[src/rtl/cpc_pkg.sv]
package cpc_pkg;
  typedef enum logic {
    CPC_MODE_UPDATE = 1'b0,
    CPC_MODE_PRESET = 1'b1
  } cpc_mode_e;
endpackage

[src/rtl/cpc_slew_ctrl.sv]
module cpc_slew_ctrl
  import cpc_pkg::*;
#(
  parameter int CNT_W = 11
) (
  input  logic             clk,
  input  logic             rst_n,
  input  logic             preset_mode,
  input  logic             dump,
  input  logic             tic,
  input  logic             half_tick,
  input  logic             wr_slew,
  input  logic [CNT_W-1:0] wr_data,
  output logic             slewing
);
  logic [CNT_W-1:0] pend_q;
  logic [CNT_W-1:0] rem_q;
  logic             armed_q;
  logic             trig;
  logic             launch;
  cpc_mode_e        mode;

  assign mode = cpc_mode_e'(preset_mode);

  always_comb begin
    case (mode)
      CPC_MODE_PRESET: trig = tic;
      default:         trig = dump;
    endcase
  end

  assign launch  = armed_q & trig;
  assign slewing = |rem_q;

  always_ff @(posedge clk) begin
    if (!rst_n) begin
      rem_q <= '0;
    end else if (launch) begin
      rem_q <= pend_q;
    end else if (half_tick && slewing) begin
      rem_q <= rem_q - 1'b1;
    end
  end

  always_ff @(posedge clk) begin
    if (!rst_n) begin
      pend_q  <= '0;
      armed_q <= 1'b0;
    end else if (wr_slew) begin
      pend_q  <= wr_data;
      armed_q <= |wr_data;
    end else if (launch) begin
      armed_q <= 1'b0;
    end
  end

  p_dec_r7: assert property (@(posedge clk) disable iff (!rst_n)
    (slewing && half_tick && !launch) |=> (rem_q == $past(rem_q) - 1'b1));
  p_zero_r8: assert property (@(posedge clk) disable iff (!rst_n)
    (wr_slew && wr_data == '0) |=> !armed_q);
  p_start_r6: assert property (@(posedge clk) disable iff (!rst_n)
    (launch && pend_q != '0) |=> slewing);
  p_once_r9: assert property (@(posedge clk) disable iff (!rst_n)
    (launch && !wr_slew) |=> !armed_q);
  p_no_dump_in_slew_r7: assert property (@(posedge clk) disable iff (!rst_n)
    slewing |-> !dump);
endmodule

[src/rtl/cpc_phase_cnt.sv]
module cpc_phase_cnt #(
  parameter int PHASE_W = 11,
  parameter int EPOCH_W = 8
) (
  input  logic               clk,
  input  logic               rst_n,
  input  logic               dump,
  input  logic               step,
  input  logic               load_en,
  input  logic [PHASE_W-1:0] load_val,
  output logic [PHASE_W-1:0] phase,
  output logic [EPOCH_W-1:0] epoch
);
  always_ff @(posedge clk) begin
    if (!rst_n) begin
      phase <= '0;
    end else if (dump) begin
      phase <= '0;
    end else if (load_en) begin
      phase <= load_val;
    end else if (step) begin
      phase <= phase + 1'b1;
    end
  end

  always_ff @(posedge clk) begin
    if (!rst_n) begin
      epoch <= '0;
    end else if (dump) begin
      epoch <= epoch + 1'b1;
    end
  end

  p_clear_r2: assert property (@(posedge clk) disable iff (!rst_n)
    dump |=> (phase == '0));
  p_epoch_r2: assert property (@(posedge clk) disable iff (!rst_n)
    dump |=> (epoch == $past(epoch) + 1'b1));
  p_load_r5: assert property (@(posedge clk) disable iff (!rst_n)
    (load_en && !dump) |=> (phase == $past(load_val)));
endmodule

[src/rtl/cpc_capture.sv]
module cpc_capture #(
  parameter int PHASE_W = 11,
  parameter int EPOCH_W = 8,
  parameter int BUS_W   = 16
) (
  input  logic               clk,
  input  logic               rst_n,
  input  logic               tic,
  input  logic               slewing,
  input  logic [PHASE_W-1:0] phase,
  input  logic [EPOCH_W-1:0] epoch,
  output logic [BUS_W-1:0]   cap_phase,
  output logic [EPOCH_W-1:0] cap_epoch
);
  localparam int PAD_W = BUS_W - PHASE_W;

  logic [PHASE_W-1:0] ph_q;

  always_ff @(posedge clk) begin
    if (!rst_n) begin
      ph_q      <= '0;
      cap_epoch <= '0;
    end else if (tic) begin
      ph_q      <= slewing ? '0 : phase;
      cap_epoch <= epoch;
    end
  end

  generate
    if (PAD_W > 0) begin : g_pad
      assign cap_phase = {{PAD_W{1'b0}}, ph_q};
    end else begin : g_nopad
      assign cap_phase = ph_q[BUS_W-1:0];
    end
  endgenerate

  p_cap_zero_r4: assert property (@(posedge clk) disable iff (!rst_n)
    (tic && slewing) |=> (cap_phase == '0));
  p_cap_hold_r3: assert property (@(posedge clk) disable iff (!rst_n)
    !tic |=> ($stable(cap_phase) && $stable(cap_epoch)));
  p_cap_epoch_r3: assert property (@(posedge clk) disable iff (!rst_n)
    tic |=> (cap_epoch == $past(epoch)));
endmodule

[src/rtl/code_phase_tracker.sv]
module code_phase_tracker #(
  parameter int PHASE_W = 11,
  parameter int EPOCH_W = 8,
  parameter int BUS_W   = 16
) (
  input  logic               clk,
  input  logic               rst_n,
  input  logic               half_tick,
  input  logic               dump,
  input  logic               tic,
  input  logic               preset_mode,
  input  logic               test_mode,
  input  logic               wr_slew,
  input  logic               wr_phase,
  input  logic [PHASE_W-1:0] wr_data,
  output logic               gen_tick,
  output logic               slewing,
  output logic [BUS_W-1:0]   cap_phase,
  output logic [EPOCH_W-1:0] cap_epoch
);
  logic [PHASE_W-1:0] phase;
  logic [EPOCH_W-1:0] epoch;
  logic               load_en;

  assign gen_tick = half_tick & ~slewing;
  assign load_en  = wr_phase & test_mode;

  cpc_slew_ctrl #(.CNT_W(PHASE_W)) u_slew (
    .clk        (clk),
    .rst_n      (rst_n),
    .preset_mode(preset_mode),
    .dump       (dump),
    .tic        (tic),
    .half_tick  (half_tick),
    .wr_slew    (wr_slew),
    .wr_data    (wr_data),
    .slewing    (slewing)
  );

  cpc_phase_cnt #(.PHASE_W(PHASE_W), .EPOCH_W(EPOCH_W)) u_cnt (
    .clk     (clk),
    .rst_n   (rst_n),
    .dump    (dump),
    .step    (gen_tick),
    .load_en (load_en),
    .load_val(wr_data),
    .phase   (phase),
    .epoch   (epoch)
  );

  cpc_capture #(.PHASE_W(PHASE_W), .EPOCH_W(EPOCH_W), .BUS_W(BUS_W)) u_cap (
    .clk      (clk),
    .rst_n    (rst_n),
    .tic      (tic),
    .slewing  (slewing),
    .phase    (phase),
    .epoch    (epoch),
    .cap_phase(cap_phase),
    .cap_epoch(cap_epoch)
  );

  p_ignore_r5: assert property (@(posedge clk) disable iff (!rst_n)
    (wr_phase && !test_mode && !dump && !half_tick) |=> $stable(phase));
  p_hold_r7: assert property (@(posedge clk) disable iff (!rst_n)
    (slewing && !dump && !load_en) |=> $stable(phase));
  p_step_r1: assert property (@(posedge clk) disable iff (!rst_n)
    (half_tick && !slewing && !dump && !load_en) |=> (phase == $past(phase) + 1'b1));
endmodule

[config.mk]
export PLATFORM = sky130hd
export DESIGN_NAME = code_phase_tracker
export DESIGN_NICKNAME = d
export VERILOG_FILES = /design/src/rtl/cpc_pkg.sv /design/src/rtl/cpc_slew_ctrl.sv /design/src/rtl/cpc_phase_cnt.sv /design/src/rtl/cpc_capture.sv /design/src/rtl/code_phase_tracker.sv
export SDC_FILE = /design/constraint.sdc
export NUM_CORES = 1
export LEC_CHECK = 0
export ABC_CLOCK_PERIOD_IN_PS = 6900
export BUFFER_PORTS_ARGS = -buffer_cell sky130_fd_sc_hd__buf_2
export CORE_MARGIN = 4
export CORE_UTILIZATION = 60
export DETAILED_ROUTE_END_ITERATION = 16
export PLACE_DENSITY = 0.83
export RECOVER_POWER = 25
export SETUP_SLACK_MARGIN = 0.1
export SYNTH_ARGS = -nofsm -noshare
export SYNTH_HDL_FRONTEND = slang
export SYNTH_HIERARCHICAL = 1
export SYNTH_SLANG_ARGS = --single-unit
[constraint.sdc]
create_clock -name clk -period 6.9 [get_ports clk]
set_input_delay 0.69 -clock clk [delete_from_list [all_inputs] [get_ports clk]]
set_output_delay 0.69 -clock clk [all_outputs]
set_load 0.05 [all_outputs]
# Word level (Yosys, flattened, before mapping)
# Cells that the tools add are included.
# totals
elab_cells	30
input_bits	20
regBits	61
output_inout_bits	26
# op_classes
n_reduce_logical	7
mux	8
n_bitwise	5
addsub	3
# ops
cell	n
2-to-1 mux 11 bit	5
OR reduction 11 bit	2
adder 11 x 1 -> 11 bit, second input constant	1
subtractor 11 x 1 -> 11 bit, second input constant	1
adder 8 x 1 -> 8 bit, second input constant	1
nonzero test 2 bit	3
AND 1 bit	3
2-to-1 mux 1 bit	3
NOT 1 bit	2
OR reduction 2 bit	1
logical AND 1 bit	1

# Longest topological paths before layout
# depth
depth_word	5
mapped_depth	11
ltp_nobuf	10

# Modules after synthesis
# Netlist, hierarchy kept.
# modules_own_cells
module	seq_area_each_um2	area_each_um2	cells_each	instances
cpc_slew_ctrl	460.4	1098.6	116	1
cpc_phase_cnt	380.4	947.2	103	1
cpc_capture	380.4	775.7	81	1
code_phase_tracker	0.0	20.0	2	1

# Least setup slack after synthesis
# Ideal clock, no wire load.
# synth_path
kind	register to register
startpoint	register u_slew.rem_q[2]
endpoint	register u_cnt.phase[5]
period_less_slack_ns	2.880
path_slack_ns	4.020
path_buffers	1
required_ns	6.814
setup_ns	0.086
stages_incl_launch_ff	9
arrival_ns	2.795
cell_sequence	dfxtp_1 -> or3_4 -> or2_2 -> or3_2 -> nor2b_4 -> buf_2 -> nand4_1 -> xor2_1 -> a211oi_1
# synth_via
elab_chain_cells	4
# synth_rtl
element	line_no	rtl
start: declaration	cpc_slew_ctrl.sv:17	logic [CNT_W-1:0] rem_q;
start signal: assignment	cpc_slew_ctrl.sv:39	rem_q <= pend_q;
start signal: assignment	cpc_slew_ctrl.sv:41	rem_q <= rem_q - 1'b1;
OR reduction 11 bit	cpc_slew_ctrl.sv:33	assign slewing = |rem_q;
named net slewing	code_phase_tracker.sv:17	output logic slewing,
NOT 1 bit	code_phase_tracker.sv:25	assign gen_tick = half_tick & ~slewing;
AND 1 bit	code_phase_tracker.sv:25	
named net gen_tick	code_phase_tracker.sv:16	output logic gen_tick,
nonzero test 2 bit (no source line)	-	
end signal: assignment	cpc_phase_cnt.sv:20	phase <= load_val;
end signal: assignment	cpc_phase_cnt.sv:22	phase <= phase + 1'b1;
end: declaration	cpc_phase_cnt.sv:11	output logic [PHASE_W-1:0] phase,
# The timed path passes the listed nets, and every way through them passes these cells.
# A chain may end at the register's enable or synchronous reset.

# Worst setup path after layout
# layout_path
startpoint	register u_slew.rem_q[2]
endpoint	output gen_tick
# layout_via
elab_chain_cells	3
# layout_rtl
element	line_no
OR reduction 11 bit	cpc_slew_ctrl.sv:33
NOT 1 bit	code_phase_tracker.sv:25
AND 1 bit	code_phase_tracker.sv:25
end: declaration	code_phase_tracker.sv:16
# Every way passes these cells.

==> metrics.txt <==
Fmax achieved 0.304 GHz; number of max-cap violations 1; RSZ-0062 raised after global routing no; die width 76.8 um; largest net degree at the start of global routing 53; Synth Area in Compound Gates 13.2%; Antenna diodes 0; post-CTS setup buffer count 0; slowest stage delay, CP 0.53 ns; Hold Path Origin u_cap/ph_q[7]; final hold violation count 0; Int Pwr 0.000666 W; worst-margin pin slew 1.83 ns; # resized after CTS 0; global route overflow 0; Total GRT Usage 21.4%; Flop pwr share 42.4%; final setup fails 0; WL/cell 15.3 um; Netlist cell types 50; worst setup path class flop to primary output; I/O pin count 46; RR Startpoint u_slew/rem_q[2]; Simple-Gate Fraction of Synth Area 23.8%; CTS tree yes; Critical Path Sink Type primary output; main area contributors after synthesis dfxtp_1 (43%), mux2i_1 (8.5%), nand3b_1 (3.4%); Worst Hold Class flop to flop; critical path data required time 6.21 ns; FILL cells 356; Worst Hold Path EP u_cap/ph_q[7]; GPL Wtd Cong 0.809; FF+latch count, synth 61; Setup TNS 0 ns; clk_lat worst skew 0.33 ns; Final HPWL DP 4140 um; Worst EP arrival 2.60 ns; # hold bufs at CTS 0; Synth area leader dfxtp_1; ANT nets after route 0; crit path time final 3.29 ns; Via Count 2303; drt pass-1 iters 5; R2R Setup Slk 4.20 ns; vias in the first global route 2246; commonest cells after routing, fill and taps aside dfxtp_1 (61), buf_2 (35), mux2i_1 (24), nor2_1 (19), o21ai_0 (18); leakage power 1.29 nW; clock skew 0.00396 ns; Worst-path clk slew 0.07 ns; Clock Path Buffers 2; total CTS buffers 9; yosys warns 6; violated checks capacitance limit, slew limit; Post-Syn Area per Cell 9.41 um^2; FF-to-FF End u_cnt/phase[9]; Post-Synth Adder-Cell Area 1.32%; number of synthesized flops with an enable pin 0; antenna violations before repair 0; area of the mapped netlist 0.00284 mm^2; Total Wirelength 6030 um; Max Transition Viols Final 53; register area share after synthesis 43.0%; Async SR Flop Fraction 0%; switching share of power 28.2%; most common cell after layout, fill and taps aside dfxtp_1; xor/xnor cell area share of the yosys netlist 4.93%; Synth-to-Final Area Change 13.2%; port bufs 40; Die H 76.8 um; CP delay by family, top simple AND/OR/NAND/NOR gates; Period Utilization, post-route 47.6%; Clk pwr share 38.2%; ys flop type dfxtp_1; nets@finish 359; CP bufs+invs 1; H-tree depth 3; root buffer cell clkbuf_8; cells after synthesis 302; status complete, but fails checks; sw power 0.000262 W; DR iter-0 viols 78; pwr/cell area 289 mW/mm^2; vias per cell 5.86; WHS 0.468 ns; Core ar. 0.00447 mm^2; starting density of the core 63.5%; largest family of logic cells by synthesized area simple AND/OR/NAND/NOR gates; startpoint types flop; peak fanout along the critical path 12; DRC Markers 0; hold path depth 2; VDD IR max 245 uV; DIE AREA 0.00590 mm^2; Slowest cell on crit path or3_2; Slew headroom -22.0%; Comb power frac 19.4%; critical-path cell list or3_4, or2_2, or3_2, nor2b_4, buf_2; mux contribution to synthesized area 8.45%; Synth top area share 43.0%; # clock sinks 61; share of cells above drive strength 1 19.6%; global-route wire length before repair 10300 um; row cnt 24; Reg2Reg Depth 8
## layout make-up
| class | count | area (um^2) | area share (%) |
|---|---|---|---|
| Timing Repair Buffer | 40 | 194 | 6.03 |
| Clock buffer | 12 | 155 | 4.82 |
| Multi-Input combinational cell | 218 | 1490 | 46.3 |
| Tap cell | 52 | 65.1 | 2.02 |
| Clock inverter | 4 | 70.1 | 2.18 |
| Sequential cell | 61 | 1220 | 38.0 |
| Inverter | 6 | 22.5 | 0.700 |
## how the worst max path moves through the flow
stage,start,to,slack [ns],cells after the start
2_1_floorplan,u_slew/rem_q[2],u_cnt/phase[5],4.02,8
3_3_place_gp,u_slew/rem_q[2],gen_tick,4.00,5
3_5_place_dp,u_slew/rem_q[2],gen_tick,3.96,5
4_1_cts,u_slew/rem_q[2],gen_tick,3.60,5
5_1_grt,u_slew/rem_q[2],gen_tick,3.50,5
6_report,u_slew/rem_q[2],gen_tick,3.61,5
## synthesized netlist by cell type, types with 4 or more instances
cell type  count
dfxtp_1       61
mux2i_1       24
nor2_1        19
o21ai_0       18
nand2_1       16
nand3b_1      13
a21oi_1       10
nand4_1       10
nor2b_1       10
o21ai_1       10
a31oi_1        8
xnor2_1        8
xor2_1         8
buf_2          7
and2_1         6
buf_4          6
inv_1          6
or3_2          6
clkbuf_1       4
nand2b_1       4
or3_1          4
## per-stage QoR
step	utilization, %	instance area, um^2	worst slack, ns	cells	power (W)
3_5_place_dp	67.0	3000	3.96	377	0.000578
3_3_place_gp	67.0	3000	4.00	377	0.000573
6_report	71.9	3220	3.61	393	0.000928
5_1_grt	71.9	3220	3.50	393	0.000971
2_1_floorplan	-	2860	4.02	306	0.000547
4_1_cts	72.0	3220	3.60	393	0.000934
## power groups by stage
stage,Clock [W],Sequential [W],Combinational (W)
after global placement,0,0.000399,0.000174
after global routing,0.000377,0.000397,0.000197
final,0.000355,0.000394,0.000180
after floorplan,0,0.000400,0.000147
after detailed placement,0,0.000401,0.000177
after CTS,0.000362,0.000393,0.000179
## worst min-delay path: stages, from the launching register on
cell	delay (ns)
dfxtp_1	0.31
nand3b_1	0.07
o21ai_1	0.05
## sequential cells by signal, indices dropped and copies added, names as in the netlist
name             count
u_slew/rem_q        11
u_slew/armed_q       1
u_slew/pend_q       11
u_cnt/phase         11
u_cap/cap_epoch      8
u_cap/ph_q          11
u_cnt/epoch          8
## per-layer routing
layer  up-vias  part of all wire [%]  GRT usage, %
met2        57                    47          35.0
met1      1087                    46          26.9
li1       1149                     -             -
met4         0                   1.9          10.3
met5         -                     0             0
met3        10                   5.0          3.98
## kinds of logic after synthesis
| family | count (synthesis) |
|---|---|
| other cells | 1 |
| compound gates | 60 |
| mux | 24 |
| fa+ha+maj | 3 |
| flops | 61 |
| simple gates | 110 |
| buf+inv | 27 |
| xor+xnor | 16 |
Note: power is estimated with default switching activity, not from simulation.
